--- src/rtl/dec_pkg.sv ---
package dec_pkg;
    localparam int CNT_W    = 4;
    localparam int LAST_DIG = 9;

    typedef logic [CNT_W-1:0] dec_code_t;

    typedef struct packed {
        dec_code_t state;
    } bank_regs_t;
endpackage

--- src/rtl/dec_toggle_eq.sv ---
module dec_toggle_eq
    import dec_pkg::*;
(
    input  dec_code_t cur,
    input  logic      en,
    output dec_code_t tgl
);
    logic a_b, a_c, a_d, b_b;

    assign a_b = cur[0];
    assign b_b = cur[1];
    assign a_c = cur[2];
    assign a_d = cur[3];

    always_comb begin
        tgl    = '0;
        tgl[0] = en;
        tgl[1] = en & a_b & ~a_d;
        tgl[2] = en & a_b & b_b;
        tgl[3] = en & ((a_b & b_b & a_c) | (a_b & a_d));
    end
endmodule

--- src/rtl/dec_tff_bank.sv ---
module dec_tff_bank
    import dec_pkg::*;
(
    input  logic      clk,
    input  logic      rst,
    input  logic      load_en,
    input  dec_code_t load_val,
    input  dec_code_t tgl,
    output dec_code_t q
);
    bank_regs_t regs_d, regs_q;
    dec_code_t  flipped;

    for (genvar i = 0; i < CNT_W; i++) begin : g_stage
        assign flipped[i] = regs_q.state[i] ^ tgl[i];
    end

    always_comb begin
        regs_d = regs_q;
        if (rst)
            regs_d.state = '0;
        else if (load_en)
            regs_d.state = load_val;
        else
            regs_d.state = flipped;
    end

    always_ff @(posedge clk) begin
        regs_q <= regs_d;
    end

    assign q = regs_q.state;


    hold_when_idle_chk: assert property (@(posedge clk) disable iff (rst)
        (!load_en && tgl == '0) |=> $stable(regs_q.state));


    preset_takes_chk: assert property (@(posedge clk) disable iff (rst)
        load_en |=> (regs_q.state == $past(load_val)));
endmodule

--- src/rtl/decade_tcounter.sv ---
module decade_tcounter
    import dec_pkg::*;
(
    input  logic       clk,
    input  logic       rst,
    input  logic       cnt_en,
    input  logic       load_en,
    input  logic [3:0] load_val,
    output logic [3:0] count,
    output logic       term_cnt
);
    dec_code_t state_q;
    dec_code_t toggles;

    dec_toggle_eq i_eq (
        .cur (state_q),
        .en  (cnt_en),
        .tgl (toggles)
    );

    dec_tff_bank i_bank (
        .clk      (clk),
        .rst      (rst),
        .load_en  (load_en),
        .load_val (load_val),
        .tgl      (toggles),
        .q        (state_q)
    );

    assign count    = state_q;
    assign term_cnt = cnt_en && (state_q == dec_code_t'(LAST_DIG));

    logic step_ok;
    assign step_ok = cnt_en && !load_en && !rst;


    reset_zero_chk: assert property (@(posedge clk)
        rst |=> (count == 4'd0));


    inc_by_one_chk: assert property (@(posedge clk) disable iff (rst)
        (step_ok && count < 4'd9) |=> (count == 4'($past(count) + 4'd1)));


    wrap_zero_chk: assert property (@(posedge clk) disable iff (rst)
        (step_ok && count == 4'd9) |=> (count == 4'd0));


    even_spare_chk: assert property (@(posedge clk) disable iff (rst)
        (step_ok && count > 4'd9 && !count[0]) |=> (count == 4'($past(count) + 4'd1)));


    odd_spare_chk: assert property (@(posedge clk) disable iff (rst)
        (step_ok && count > 4'd9 && count[0]) |=> (count < 4'd9 && !count[0]));
endmodule

--- config.mk ---
export PLATFORM = sky130hd
export DESIGN_NAME = decade_tcounter
export DESIGN_NICKNAME = d
export VERILOG_FILES = /design/src/rtl/dec_pkg.sv /design/src/rtl/dec_toggle_eq.sv /design/src/rtl/dec_tff_bank.sv /design/src/rtl/decade_tcounter.sv
export SDC_FILE = /design/constraint.sdc
export NUM_CORES = 1
export LEC_CHECK = 0
export BUFFER_PORTS_ARGS = -buffer_cell sky130_fd_sc_hd__buf_2
export CORE_AREA = 2 2 39 41
export CTS_BUF_LIST = sky130_fd_sc_hd__clkbuf_4
export DETAILED_ROUTE_END_ITERATION = 8
export DIE_AREA = 0 0 41 43
export PLACE_DENSITY = 0.39
export SYNTH_ARGS = -nofsm -noshare
export SYNTH_HDL_FRONTEND = slang
export SYNTH_SLANG_ARGS = --single-unit
--- constraint.sdc ---
create_clock -name clk -period 1.1 [get_ports clk]
set_clock_uncertainty 0.2 [all_clocks]
set_input_delay 0.165 -clock clk [delete_from_list [all_inputs] [get_ports clk]]
set_output_delay 0.165 -clock clk [all_outputs]
set_load 0.01 [all_outputs]
==> summary.txt, run 1 <==
OUTCOME
-------------------------------------------------------------------------------------
Outcome                                                                  finished, violations left
Violations in the final reports                                          hold timing, setup timing

YOSYS
-------------------------------------------------------------------------------------
Multiplexer fraction of the synthesized cell area                              0.0462
Count of synthesis-stage warnings from yosys                                        0
Synthesized-area fraction occupied by ao, oa, aoi and oai cells                 0.208
Cell Area, Synth                                                            216 sq um
Area share of the leading cell type in the synthesized netlist                  0.370
Dominant combinational cell family by area after synthesis               compound AO/OA/AOI/OAI gates
Leading cell types by total area after synthesis                         sky130_fd_sc_hd__dfxtp_1 (37%), sky130_fd_sc_hd__xnor2_1 (8.1%), sky130_fd_sc_hd__a21oi_1 (6.9%)
Most area-hungry cell type in the Yosys netlist                          sky130_fd_sc_hd__dfxtp_1
Simple-Gate Fraction of Synth Area                                              0.168
Sequential share of the synthesized area                                        0.370
Share of async-settable or async-resettable flops after synthesis                   0
Cell variety after synth                                                           14
Avg Inst Size Synth                                                        8.66 sq um
Net count after synthesis                                                          34
Fraction of the mapped netlist area in adder cells                             0.0578
FF+latch count, synth                                                               4
Most instantiated flip-flop cell in the synthesis netlist                sky130_fd_sc_hd__dfxtp_1
Number of enable flip-flop cells after synthesis                                    0
XOR/XNOR Fraction of Synth Area                                                0.0809
Synthesized instance count                                                         25

FINAL LAYOUT
-------------------------------------------------------------------------------------
Flip-flop count of the largest register after layout                                4
Relative area change from synthesis to final layout                              122%
Highest-count cells in the layout ignoring fill and taps                 sky130_fd_sc_hd__buf_2 (8), sky130_fd_sc_hd__buf_6 (6), sky130_fd_sc_hd__clkbuf_4 (4), sky130_fd_sc_hd__dfxtp_4 (4)
Share of cells above drive strength 1                                           0.638
Final net count                                                                    57
Number of standard cells in the layout, taps in and fillers out                    63
Post-layout utilization of the core                                             0.347
Most common cell after layout, fill and taps aside                       sky130_fd_sc_hd__buf_2
Number of antenna cells inserted                                                    0

GRT
-------------------------------------------------------------------------------------
GRT Resource Usage Total                                                       0.0943
Global-route wire length before repair                                        1030 um
Total congestion overflow                                                           0
Vias in the first global route                                                    259
Maximum number of pins on one net before global-route repair                        8
Number of antenna violations at the first check in global routing                   0

CLOCK NETWORK
-------------------------------------------------------------------------------------
Sink count of the clock tree                                                        4
Clk root buf                                                             sky130_fd_sc_hd__clkbuf_4
Total number of H-tree levels                                                       1
Clock-pin slew of the registers on the worst-case setup and hold paths        0.04 ns
Clk Latency, worst-skew pair                                                  0.24 ns
Maximum clock insertion buffer count                                                2
Inserted Clock Buffers                                                              3
Clock tree from TritonCTS                                                         yes

DIE
-------------------------------------------------------------------------------------
Die ar.                                                                  0.00176 sq mm
Number of top-level pins                                                           13
Std-Cell Core Area                                                       0.00138 sq mm
Die boundary height                                                             43 um
Effective utilization at floorplan                                              0.156
Site Rows                                                                          14
Die Wd                                                                          41 um

POWER
-------------------------------------------------------------------------------------
Peak VDD IR                                                                0.000481 V
Power Density                                                            1120 mW/mm^2
Cell leakage power                                                           0.231 nW
Total power                                                                  0.540 mW

WORST SETUP PATH
-------------------------------------------------------------------------------------
Startpoint of the most critical setup path                                i_bank.q[0]
Cell breakdown of the critical path                                      nand2_4, nor4b_4, buf_2
Cell class contributing the biggest share of worst-path delay              flip-flops
Crit path largest cell delay                                                  0.35 ns
Critical path data arrival time                                               0.99 ns
Depth of the critical timing path with buffers and inverters included               3
Crit path to                                                                 term_cnt
Reg2Reg Setup Slack                                                          -0.23 ns
Critical path buffer and inverter count                                             1
Required time at the endpoint of the critical path                            0.73 ns
Critical setup path kind                                                 flip-flop to primary output
Largest fanout of any net on the critical path                                      3
Crit. End Element                                                        primary output
Critical-path top delay cell                                             sky130_fd_sc_hd__dfxtp_4
Reg2Reg Depth                                                                       4
Worst reg2reg startpoint                                                  i_bank.q[1]
Startpoint types                                                            flip-flop
Destination of the worst register-to-register timing path                 i_bank.q[3]

ROUTING
-------------------------------------------------------------------------------------
Detailed Routing Iterations Pass 1                                                  1
Total routed wirelength                                                        654 um
Via count of the routed design                                                    253
DRT iter0 DRCs                                                                      0
DRC violations left                                                                 0
Vias per cell                                                                    4.02
Count of antenna-violating nets left after detailed routing                         0
Final routed wire length divided by cell count                                10.4 um

STA
-------------------------------------------------------------------------------------
Final Cycle Share                                                                1.23
Final Hold Vio Count                                                                1
Worst hold slack after final layout                                        -0.0187 ns
Final slew viol count                                                               0
Final worst-path setup slack                                                -0.257 ns
Transition at the pin with the smallest max-transition slack                 0.167 ns
Post-layout min period                                                        1.36 ns
Setup TNS                                                                    -1.14 ns
Slew Limit Headroom                                                             0.888
Number of setup violations in the final report                                      8
Achievable Freq                                                             0.737 GHz
RSZ-0062 raised after global routing                                             true

PLACED DESIGN
-------------------------------------------------------------------------------------
Gpl congestion                                                                  0.667
Detailed placement HPWL                                                        463 um
PortBufs                                                                           12
Placed Cells                                                                       54

RUN
-------------------------------------------------------------------------------------
Max-cap violations                                                                  0

WORST HOLD PATH
-------------------------------------------------------------------------------------
Type of the worst min-delay path                                         input pin to flip-flop

per-stage QoR:
stage / cell area (sq um) / setup slack [ns] / hold WS, ns
global route: 480 / -0.341 / -0.0230
detailed placement: 334 / -0.142 / 0.199
CTS: 434 / -0.285 / -0.0191
finish: 480 / -0.257 / -0.0187
floorplan: 243 / -0.124 / 0.0277
global placement: 334 / -0.117 / 0.191
cell type report:
type	count	area (sq um)
clock buffers	4	30.0
flip-flops and latches	4	95.1
well taps	16	20.0
repair buffers	19	153
fillers	160	903
inverters	3	11.3
multi-input cells	17	171
layer usage:
layer	vias to the layer above	share of wire	GRT usage
li1	131	-	-
met1	114	0.40	0.106
met2	8	0.55	0.125
met3	0	0.055	0.0314
met4	0	0	0.100
met5	-	0	0
Yosys cell counts, drive strengths merged (2+ instances only):
cell / number
a21oi: 3
dfxtp: 4
inv: 3
nand2: 3
o21a: 2
xnor2: 2
kinds of logic (layout without fill, tap and decap cells):
family / after synthesis / in the layout
buffers and inverters: 4 / 26
adders and majority gates: 1 / 1
and+or+nand+nor: 7 / 7
xor gates and xnor gates: 2 / 2
DFF: 4 / 4
AOI/OAI and AO/OA: 6 / 6
muxes: 1 / 1
worst min-delay path by stage:
stage	start	endpoint	slack [ns]	depth (start not counted)
floorplan	rst	i_bank.q[0]	0.03	1
global placement	rst	i_bank.q[0]	0.19	2
detailed placement	rst	i_bank.q[0]	0.20	2
CTS	load_val[3]	i_bank.q[3]	-0.02	3
global route	load_val[3]	i_bank.q[3]	-0.02	3
finish	load_val[3]	i_bank.q[3]	-0.02	3
where the power goes:
part           leakage [nW]  total, mW  switching, mW  internal, mW
registers            0.0357      0.172         0.0153         0.157
clock network        0.0184      0.228         0.0665         0.161
logic                 0.176      0.140         0.0553        0.0851
what timing repair did:
item | CTS | global route
cloned | 0 | 0
setup buffers | 2 | 1
gates resized for setup | 8 | 7
setup endpoints to repair | 7 | 9
pin swaps | 2 | 4
hold buffers | 2 | 1
hold endpoints to repair | 2 | 2
worst min-delay path: stages:
cell and delay (ns):
sky130_fd_sc_hd__buf_2 0.10, sky130_fd_sc_hd__inv_1 0.05, sky130_fd_sc_hd__a221oi_2 0.05
(Power assumes the default switching activity.)
==> run 2, diff against run 1 <==
BUFFER_PORTS_ARGS = -buffer_cell sky130_fd_sc_hd__buf_4   (was -buffer_cell sky130_fd_sc_hd__buf_2)
==> summary.txt, run 2 (synthesis results as in run 1) <==
FINAL LAYOUT
-------------------------------------------------------------------------------------
Share of cells above drive strength 1                                           0.646
Number of antenna cells inserted                                                    0
Fillcell total                                                                    155
Most common cell after layout, fill and taps aside                       sky130_fd_sc_hd__buf_4
Final net count                                                                    58
Flip-flop count of the largest register after layout                                4
Multi-input gate area                                                       155 sq um
Number of standard cells in the layout, taps in and fillers out                    64
Post-layout utilization of the core                                             0.354
Highest-count cells in the layout ignoring fill and taps                 sky130_fd_sc_hd__buf_4 (11), sky130_fd_sc_hd__buf_6 (6), sky130_fd_sc_hd__clkbuf_4 (4)
Relative area change from synthesis to final layout                              126%
Area of all sequential standard cells                                      92.6 sq um

STA
-------------------------------------------------------------------------------------
Achievable Freq                                                             0.737 GHz
Slew Limit Headroom                                                             0.874
RSZ-0062 raised after global routing                                             true
Post-layout min period                                                        1.36 ns
Worst hold slack after final layout                                        -0.0327 ns
Final Hold Vio Count                                                                1
Final slew viol count                                                               0
Number of setup violations in the final report                                      7
Final worst-path setup slack                                                -0.257 ns
Final Cycle Share                                                                1.23
Transition at the pin with the smallest max-transition slack                 0.188 ns

WORST SETUP PATH
-------------------------------------------------------------------------------------
Reg2Reg Setup Slack                                                          -0.24 ns
Critical path data arrival time                                               0.99 ns
Critical setup path kind                                                 flip-flop to primary output
Largest fanout of any net on the critical path                                      2
Required time at the endpoint of the critical path                            0.73 ns
Crit. End Element                                                        primary output
Reg2Reg Depth                                                                       6
Startpoint types                                                            flip-flop

GRT
-------------------------------------------------------------------------------------
Maximum number of pins on one net before global-route repair                        8
Global-route wire length before repair                                        1040 um
Vias in the first global route                                                    274
Number of antenna violations at the first check in global routing                   0
Total congestion overflow                                                           0
GRT Resource Usage Total                                                       0.0943

POWER
-------------------------------------------------------------------------------------
Cell-internal power                                                          0.409 mW
Relative contribution of the clock network to total power                       0.426
Peak VDD IR                                                                0.000427 V
Comb pwr share                                                                  0.261
Total net switching power                                                    0.133 mW
Power Density                                                            1110 mW/mm^2
Cell leakage power                                                           0.222 nW
Switching Share                                                                 0.245
Total power                                                                  0.542 mW
Power share of the sequential group                                             0.313

CLOCK NETWORK
-------------------------------------------------------------------------------------
Hold_buf cts                                                                        3
Clk root buf                                                             sky130_fd_sc_hd__clkbuf_4
Clock-pin slew of the registers on the worst-case setup and hold paths        0.04 ns
Inserted Clock Buffers                                                              3
Maximum clock insertion buffer count                                                2
Total number of H-tree levels                                                       1
Sink count of the clock tree                                                        4
Clock tree from TritonCTS                                                         yes
Clk Latency, worst-skew pair                                                  0.24 ns

DIE
-------------------------------------------------------------------------------------
Std-Cell Core Area                                                       0.00138 sq mm
Die boundary height                                                             43 um
Site Rows                                                                          14
Number of top-level pins                                                           13
Die Wd                                                                          41 um
Die ar.                                                                  0.00176 sq mm
Effective utilization at floorplan                                              0.156

OUTCOME
-------------------------------------------------------------------------------------
Violations in the final reports                                          hold timing, setup timing
Outcome                                                                  finished, violations left

ROUTING
-------------------------------------------------------------------------------------
Detailed Routing Iterations Pass 1                                                  1
Count of antenna-violating nets left after detailed routing                         0
Final routed wire length divided by cell count                                9.67 um
Uppermost metal layer occupied by signal nets                                    met3
Vias per cell                                                                    3.94
Met2 layer wire length in the routed design                                    336 um
DRT iter0 DRCs                                                                      0
Via count of the routed design                                                    252
Total routed wirelength                                                        619 um
Routed met3 length                                                              55 um
Met1 wire length                                                               228 um
DRC violations left                                                                 0

PLACED DESIGN
-------------------------------------------------------------------------------------
Post-placement worst setup slack                                            -0.134 ns
Placed Cells                                                                       54
PortBufs                                                                           12
Gpl congestion                                                                  0.586

WORST HOLD PATH
-------------------------------------------------------------------------------------
Number of cells on the worst hold path                                              2
Type of the worst min-delay path                                         input pin to flip-flop

RUN
-------------------------------------------------------------------------------------
Max-cap violations                                                                  0

[run 2: routing by layer]
| metal | vias up | GRT usage |
|---|---|---|
| met4 | 0 | 0.100 |
| met5 | - | 0 |
| met3 | 0 | 0.0314 |
| met1 | 112 | 0.0962 |
| met2 | 10 | 0.134 |
| li1 | 130 | - |
[run 2: timing repair]
item | CTS | global route
resized for setup | 9 | 3
hold endpoints to repair | 4 | 1
pin swaps | 5 | 3
endpoints found under the setup margin | 7 | 9
setup buffers | 3 | 1
[run 2: final timing paths]
check	from	endpoint
max	i_bank.q[2]	term_cnt
min	load_en	i_bank.q[3]
max reg2reg	i_bank.q[0]	i_bank.q[1]
min reg2reg	i_bank.q[3]	i_bank.q[3]
[run 2: power groups by stage]
stage / logic, mW / registers, mW / clock network [mW]
final: 0.142 / 0.170 / 0.231
after global routing: 0.157 / 0.172 / 0.258
after CTS: 0.142 / 0.169 / 0.244
after detailed placement: 0.103 / 0.172 / 0
after global placement: 0.100 / 0.171 / 0
after floorplan: 0.0395 / 0.178 / 0
[run 2: critical path, cell delays in order (launching register included)]
cell	delay (ns)
sky130_fd_sc_hd__dfxtp_4	0.34
sky130_fd_sc_hd__nor4b_2	0.26
sky130_fd_sc_hd__buf_4	0.16
[run 2: area by class of cell]
class	count	share of cell area
clock buffer	4	0.0614
timing repair buffer	20	0.368
tap	16	0.0409
multi-input combinational	17	0.317
sequential	4	0.189
inverter	3	0.0230
[run 2: metrics by stage]
step                      hold slack [ns]  cell area, sq um  setup TNS [ns]
final                             -0.0327               489           -1.49
after global routing              -0.0248               489           -1.82
after CTS                         -0.0411               480           -1.58
after detailed placement            0.168               364          -0.296
after global placement              0.166               364          -0.249
after floorplan                    0.0277               243          -0.282
